## src/rtl/pm_pkg.sv

```systemverilog
package pm_pkg;

    typedef enum logic [1:0] {
        PM_RUN    = 2'd0,
        PM_IDLE   = 2'd1,
        PM_SLEEP  = 2'd2,
        PM_SETTLE = 2'd3
    } pm_state_e;

    typedef struct packed {
        logic cpu;
        logic per;
        logic osc;
        logic mon;
    } pm_gates_t;

endpackage

```

## src/rtl/pm_wake_merge.sv

```systemverilog
module pm_wake_merge #(
    parameter int IRQ_W = 8
) (
    input  logic [IRQ_W-1:0] irq_wake,
    input  logic             wdog_timeout,
    output logic             wake_evt
);

    logic [IRQ_W:0] chain;

    assign chain[0] = wdog_timeout;

    generate
        for (genvar g = 0; g < IRQ_W; g++) begin : g_or
            assign chain[g+1] = chain[g] | irq_wake[g];
        end
    endgenerate

    assign wake_evt = chain[IRQ_W];

endmodule

```

## src/rtl/pm_seq.sv

```systemverilog
module pm_seq
    import pm_pkg::*;
#(
    parameter int SRC_W      = 3,
    parameter int SETTLE_CYC = 2
) (
    input  logic             clk,
    input  logic             rst_n,
    input  logic             save_req,
    input  logic             save_mode,
    input  logic             wake_evt,
    input  logic [SRC_W-1:0] src_sel,
    output pm_state_e        state,
    output logic [SRC_W-1:0] src_hold,
    output logic             sleep_accept
);

    localparam int CNT_W = (SETTLE_CYC < 2) ? 1 : $clog2(SETTLE_CYC);
    localparam logic [CNT_W-1:0] CNT_LAST = CNT_W'(SETTLE_CYC - 1);

    typedef struct packed {
        pm_state_e        st;
        logic [CNT_W-1:0] cnt;
        logic [SRC_W-1:0] src;
    } seq_t;

    seq_t r_d, r_q;
    logic idle_accept;

    always_comb begin
        r_d          = r_q;
        idle_accept  = 1'b0;
        sleep_accept = 1'b0;
        unique case (r_q.st)
            PM_RUN: begin
                if (save_req && !wake_evt) begin
                    if (save_mode) begin
                        idle_accept = 1'b1;
                        r_d.st      = PM_IDLE;
                    end else begin
                        sleep_accept = 1'b1;
                        r_d.st       = PM_SLEEP;
                        r_d.src      = src_sel;
                    end
                end
            end
            PM_IDLE: begin
                if (wake_evt) r_d.st = PM_RUN;
            end
            PM_SLEEP: begin
                if (wake_evt) begin
                    r_d.st  = PM_SETTLE;
                    r_d.cnt = '0;
                end
            end
            PM_SETTLE: begin
                if (r_q.cnt == CNT_LAST) r_d.st = PM_RUN;
                else                     r_d.cnt = r_q.cnt + 1'b1;
            end
            default: r_d.st = PM_RUN;
        endcase
    end

    always_ff @(posedge clk or negedge rst_n) begin
        if (!rst_n) begin
            r_q.st  <= PM_RUN;
            r_q.cnt <= '0;
            r_q.src <= '0;
        end else begin
            r_q <= r_d;
        end
    end

    assign state    = r_q.st;
    assign src_hold = r_q.src;

endmodule

```

## src/rtl/pm_gate_map.sv

```systemverilog
module pm_gate_map
    import pm_pkg::*;
(
    input  pm_state_e state,
    input  logic      wdog_en,
    input  logic      sleep_accept,
    output pm_gates_t gates,
    output logic      slow_osc_en,
    output logic      wdog_clr
);

    always_comb begin
        unique case (state)
            PM_RUN:    gates = '{cpu: 1'b1, per: 1'b1, osc: 1'b1, mon: 1'b1};
            PM_IDLE:   gates = '{cpu: 1'b0, per: 1'b1, osc: 1'b1, mon: 1'b1};
            PM_SLEEP:  gates = '{cpu: 1'b0, per: 1'b0, osc: 1'b0, mon: 1'b0};
            PM_SETTLE: gates = '{cpu: 1'b0, per: 1'b0, osc: 1'b1, mon: 1'b0};
            default:   gates = '{cpu: 1'b0, per: 1'b0, osc: 1'b1, mon: 1'b0};
        endcase
        slow_osc_en = (state != PM_SLEEP) || wdog_en;
        wdog_clr    = sleep_accept && wdog_en;
    end

endmodule

```

## src/rtl/powerdown_ctrl.sv

```systemverilog
module powerdown_ctrl
    import pm_pkg::*;
#(
    parameter int IRQ_W      = 8,
    parameter int SRC_W      = 3,
    parameter int SETTLE_CYC = 2
) (
    input  logic             clk,
    input  logic             rst_n,
    input  logic             save_req,
    input  logic             save_mode,
    input  logic [IRQ_W-1:0] irq_wake,
    input  logic             wdog_timeout,
    input  logic             wdog_en,
    input  logic [SRC_W-1:0] src_sel,
    output logic             cpu_clk_en,
    output logic             per_clk_en,
    output logic             osc_en,
    output logic             slow_osc_en,
    output logic             clk_mon_en,
    output logic             wdog_clr,
    output logic [SRC_W-1:0] src_restore,
    output logic [1:0]       pm_state
);

    logic      wake_evt;
    logic      sleep_accept;
    pm_state_e state;
    pm_gates_t gates;

    pm_wake_merge #(.IRQ_W(IRQ_W)) u_wake (
        .irq_wake     (irq_wake),
        .wdog_timeout (wdog_timeout),
        .wake_evt     (wake_evt)
    );

    pm_seq #(.SRC_W(SRC_W), .SETTLE_CYC(SETTLE_CYC)) u_seq (
        .clk          (clk),
        .rst_n        (rst_n),
        .save_req     (save_req),
        .save_mode    (save_mode),
        .wake_evt     (wake_evt),
        .src_sel      (src_sel),
        .state        (state),
        .src_hold     (src_restore),
        .sleep_accept (sleep_accept)
    );

    pm_gate_map u_map (
        .state        (state),
        .wdog_en      (wdog_en),
        .sleep_accept (sleep_accept),
        .gates        (gates),
        .slow_osc_en  (slow_osc_en),
        .wdog_clr     (wdog_clr)
    );

    assign cpu_clk_en = gates.cpu;
    assign per_clk_en = gates.per;
    assign osc_en     = gates.osc;
    assign clk_mon_en = gates.mon;
    assign pm_state   = state;

endmodule

```

## config.mk

```make
export PLATFORM = sky130hd
export DESIGN_NAME = powerdown_ctrl
export DESIGN_NICKNAME = d
export VERILOG_FILES = /design/src/rtl/pm_pkg.sv /design/src/rtl/pm_wake_merge.sv /design/src/rtl/pm_seq.sv /design/src/rtl/pm_gate_map.sv /design/src/rtl/powerdown_ctrl.sv
export SDC_FILE = /design/constraint.sdc
export NUM_CORES = 1
export LEC_CHECK = 0
export ABC_AREA = 1
export CELL_PAD_IN_SITES_DETAIL_PLACEMENT = 1
export CELL_PAD_IN_SITES_GLOBAL_PLACEMENT = 1
export CORE_AREA = 3 3 40 42
export CTS_BUF_LIST = sky130_fd_sc_hd__clkbuf_4 sky130_fd_sc_hd__clkbuf_8
export CTS_CLUSTER_DIAMETER = 40
export DETAILED_ROUTE_END_ITERATION = 10
export DIE_AREA = 0 0 43 45
export DONT_BUFFER_PORTS = 1
export GPL_TIMING_DRIVEN = 0
export PLACE_DENSITY_LB_ADDON = 0.1
export SETUP_SLACK_MARGIN = 0.05
export SLEW_MARGIN = 20
export SYNTH_ARGS = -nofsm -noshare
export SYNTH_HDL_FRONTEND = slang
export SYNTH_HIERARCHICAL = 1
export SYNTH_SLANG_ARGS = --single-unit
```

## constraint.sdc

```tcl
create_clock -name clk -period 3.21 [get_ports clk]
set_input_delay 0.8025 -clock clk [delete_from_list [all_inputs] [get_ports clk]]
set_output_delay 0.8025 -clock clk [all_outputs]
set_load 0.02 [all_outputs]
```

**Word-level counts from Yosys, hierarchy flattened**

Index checks and enable logic that the tools add are counted.
Widths: inputs -> output; s select.

- $add $sub $neg: 1
- Equal/unequal tests: 8
- Mux-type cells: 12
- Bitwise gates (word level): 9
- Reductions and logical operators: 9

Operators with widths:

| operator | number |
|---|---|
| $pmux 4 s4 | 1 |
| $ne 2x2->1 const B | 5 |
| $mux 2 | 4 |
| $or 1x1->1 | 8 |
| $pmux 2 s4 | 1 |
| $eq 2x2->1 const B | 2 |
| $mux 1 | 4 |
| $reduce_and 4->1 | 1 |
| $mux 3 | 1 |
| $reduce_and 3->1 | 1 |
| $eq 2x1->1 const B | 1 |
| $logic_and 1x1->1 | 2 |
| $logic_not 2->1 | 1 |
| $pmux 1 s2 | 1 |
| $reduce_and 2->1 | 1 |
| $reduce_bool 2->1 | 1 |
| $add 1x1->1 const B | 1 |
| $logic_not 1->1 | 1 |
| $logic_or 1x1->1 | 1 |
| $not 1->1 | 1 |

- Bits in registers: 6
- Input port bits: 17
- Logic and storage cells: 42

**Longest topological paths before layout**

Gate-level depths: netlist of the first run.

- Depth after elaboration: 13
- Gate-level depth with buffers: 11
- Mapped depth without buffers: 11

**Cells and area by module**

Netlist of the first run, hierarchy kept.

By module, submodules not included:

| module | times used | cells an instance | area an instance (um2) | sequential area each (um2) |
|---|---|---|---|---|
| pm_seq | 1 | 48 | 340.3 | 150.1 |
| pm_gate_map | 1 | 9 | 38.8 | 0.0 |
| pm_wake_merge | 1 | 7 | 30.0 | 0.0 |

**Least setup slack after synthesis of the first run**

Ideal clock, no wire load.

- Path kind: input to output
- Start: in irq_wake[0]
- End: out wdog_clr
- Data arrival time: 1728 ps
- Slack: 679 ps
- Cell stages on the path: 10
- Cells stage by stage: or2_1 > nor2_1 > nand2_1 > inv_1 > nand2_1 > nor2_1 > nand2_1 > inv_2 > nand2_1 > inv_1

- Longest elaborated chain between the ends: 13

RTL lines:

| element | line | text |
|---|---|---|
| from (decl) | powerdown_ctrl.sv:12 | `input logic [IRQ_W-1:0] irq_wake,` |
| $or 1x1->1 (8 in series) | pm_wake_merge.sv:15 | `assign chain[g+1] = chain[g] \| irq_wake[g];` |
| net wake_evt | powerdown_ctrl.sv:26 | `logic wake_evt;` |
| $logic_not 1->1 | pm_seq.sv:36 | `if (save_req && !wake_evt) begin` |
| $logic_and 1x1->1 | pm_seq.sv:36 |  |
| $mux 1 | pm_seq.sv:36 |  |
| $mux 1 | pm_seq.sv:34 | `unique case (r_q.st)` |
| net sleep_accept | powerdown_ctrl.sv:27 | `logic sleep_accept;` |
| $logic_and 1x1->1 | pm_gate_map.sv:21 | `wdog_clr = sleep_accept && wdog_en;` |
| to (decl) | powerdown_ctrl.sv:21 | `output logic wdog_clr,` |

The timed path passes the listed nets, and every way through them passes these cells.

**Worst setup path in the final report of the first run**

Ends and elaborated chain as after synthesis.

==> metrics.yaml, run 1 <==
end_kind: "output port"
cts.sinks: 6
crit_path_start_kind: "input pin"
syn_to_final_growth_pct: 10.09
crit_fanout: 4
fp.dieH_um: 45
syn_avg_cell_area_um2: 6.393
drc_errors: 0
numCtsBuffers: 3
synth_top_family_by_area: "simple AND/OR/NAND/NOR gates"
synthTopCellsByCount: "nand2_1, inv_1, nor2_1"
grt_max_degree: 9
r2r_setup_slack_ns: 2.16
ys_warn_count: 6
yosysTopAreaCellShare_pct: 36.70
viasPerCell: 4.537
dieArea_um2: 1935
port_buffers: 0
hold_viol: 0
maxCapViolations: 0
dr_total_vias: 372
grt-ovfl-total: 0
gp_congestion: 0.7257
synth.distinct_cells: 12
routedWlPerCell_um: 10.27
yosys.area_share.simple_pct: 40.67
crit_path_cell_trace: "or2_1 -> nor2_1 -> nand2_1 -> inv_1 -> nand2_1 -> nor2_1 -> nand2_1 -> inv_2 -> nand2_1 -> inv_1"
drt-initial-drc-count: 1
grt_use_met3_pct: 1.594
arrival_ns: 1.83
yosys_register_bits: 6
p_clk_share_pct: 17.3
fin_skew_ns: 0.002151
async_flop_share_pct: 100.0
synth_compound_area_share_pct: 2.446
cts_resized: 0
reg2reg_depth: 6
outcome: "completed"
p_per_area_nw_per_um2: 846.8
yosys.area.top_type: "dfrtp_1"
cts-root-buf: "clkbuf_4"
worstPathRequired_ns: 2.41
slowest_delay_ns: 0.21
peakVddDrop_mv: 0.2099
rows: 13
layout-drive-gt1-share_pct: 16.42
finalMaxSlewViolations: 0
p_sw_uw: 182.7
timing.final.crit_share_pct: 82.13
layout.nets: 86
nFillCells: 173
p_leak_nw: 0.2710
clk_pin_slew_worst_paths_ns: 0.04
core-area_um2: 1285
syn_area_um2: 409.1
met2_usage_pct: 15.87
switching_share_pct: 47.91
antenna_found_initial: 0
timing.rr.end: "u_seq/state[1]"
drt_wl_total_um: 842
grtUsageMet1_pct: 12.29
worstReg2RegStart: "u_seq/state[0]"
yosysMostFrequentCell: "nand2_1"
yosysSeqAreaShare_pct: 36.70
ys.flop_type: "dfrtp_1"
clock_latency_ns: 0.23
path_common_cell: "nand2_1"
power_frac_seq_pct: 32.5
diodes: 0
totalPowerFinal_uw: 381.4
cts_setup_buffers: 0
rsz0062_at_grt: "false"
whs_ns: 0.2611
track_usage_pct: 9.472
cts_tree: "built"
dp_hpwl_um: 748.3
tightest_slew_ns: 0.3736
fmax_mhz: 379.3
ctsHoldBuffers: 0
firstDrtPassIters: 2
synthAdderAreaFrac_pct: 0
first_global_vias: 359
critical_path.slowest_cell: "or2_1"
die_x_um: 43
pwr-share-comb_pct: 50.2
drtAntennaViolNets: 0
slew_headroom_pct: 75.00
crit_type: "in2out"
fin_setup_tns_ns: 0
worstHoldPathType: "in2async"
synthTopCellsByArea: "dfrtp_1, nand2_1, buf_4"
fin_util_pct: 35.05
synth_edf_count: 0
synthXorXnorAreaFrac_pct: 0
min_period_ns: 2.636
syn_inst: 64
grt_first_pass_wirelength_um: 1435
clockBufferDepth: 2
syn_nets: 81
busiest_layer: "met2"
pin_count: 28
finalSetupViolations: 0
p_int_uw: 198.7
start_util_pct: 31.84
synthMuxAreaShare_pct: 0
cts_htree_levels: 1
## kinds of logic after synthesis
kind of cell | after synthesis
AO/OA/AOI/OAI | 2
buffers and inverters | 16
flip-flops | 6
AND/OR/NAND/NOR | 40
## cells in the final DEF (no fill, tap or decap)
cell / n
a21oi_1: 1
buf_4: 6
clkbuf_4: 3
dfrtp_1: 6
inv_1: 9
inv_2: 1
nand2_1: 24
nand3_1: 5
nand3_2: 1
nor2_1: 8
nor3_1: 1
o21ai_0: 1
or2_1: 1
## stage by stage
step                      instances  setup slack (ns)  area (um^2)
final                            82            0.5738        450.4
after global routing             82            0.3912        450.4
after CTS                        82            0.5398        450.4
after detailed placement         79            0.5444        427.9
after global placement           79            0.5449        427.9
after floorplan                  64            0.6792        409.1
## worst max-delay path, delay by kind of cell
kind / cells / cell delay (ns)
buffers and inverters: 3 / 0.33
and+or+nand+nor: 7 / 0.70
## worst max path at each step
stage	from	end	slack [ns]	depth (start not counted)
2_1_floorplan	irq_wake[0]	wdog_clr	0.68	10
3_3_place_gp	irq_wake[0]	wdog_clr	0.54	10
4_1_cts	irq_wake[0]	wdog_clr	0.54	10
3_5_place_dp	irq_wake[0]	wdog_clr	0.54	10
6_report	irq_wake[0]	wdog_clr	0.57	10
5_1_grt	irq_wake[0]	wdog_clr	0.39	10
## sequential cells by signal, summed over array words and instances, names as in the netlist
| register | cells |
|---|---|
| u_seq/state | 2 |
| u_seq/src_hold | 3 |
| u_seq/r_q | 1 |
## layout make-up
type	instances	area [um^2]	share of cell area (%)
well taps	15	18.77	4.167
plain buffers	6	45.04	10.00
multi-input cells	42	176.4	39.17
clock buffers	3	22.52	5.000
inverters	10	37.54	8.333
flip-flops and latches	6	150.1	33.33
## routing by layer
layer  wire length [um]  vias to the layer above
met5                  0                        -
met4                  0                        0
li1                   -                      193
met1                358                      168
met3                 54                        0
met2                430                       11
## power by group through the flow
stage | registers [mW] | clock network, mW | logic (mW)
global route | 0.127 | 0.0734 | 0.221
CTS | 0.125 | 0.0684 | 0.196
finish | 0.124 | 0.0661 | 0.191
detailed placement | 0.125 | 0 | 0.196
floorplan | 0.115 | 0 | 0.176
global placement | 0.127 | 0 | 0.192
Power figures use the tool's default switching activity.
==> run 2, diff against run 1 <==
Clock period 3.21 ns to 2.7 ns, I/O delays scaled along.
==> results of run 2 <==
The final DEF is identical to that of run 1. Status: completed.
Main changes from that run: setup slack after placement 0.5444 ns -> 0.2894 ns; setup slack after layout 0.5738 ns -> 0.3188 ns; hold slack 0.2611 ns -> 0.1336 ns; register-to-register setup slack 2.16 ns -> 1.65 ns; total power 0.3814 mW -> 0.4535 mW; worst IR drop on VDD 0.2099 mV -> 0.2495 mV
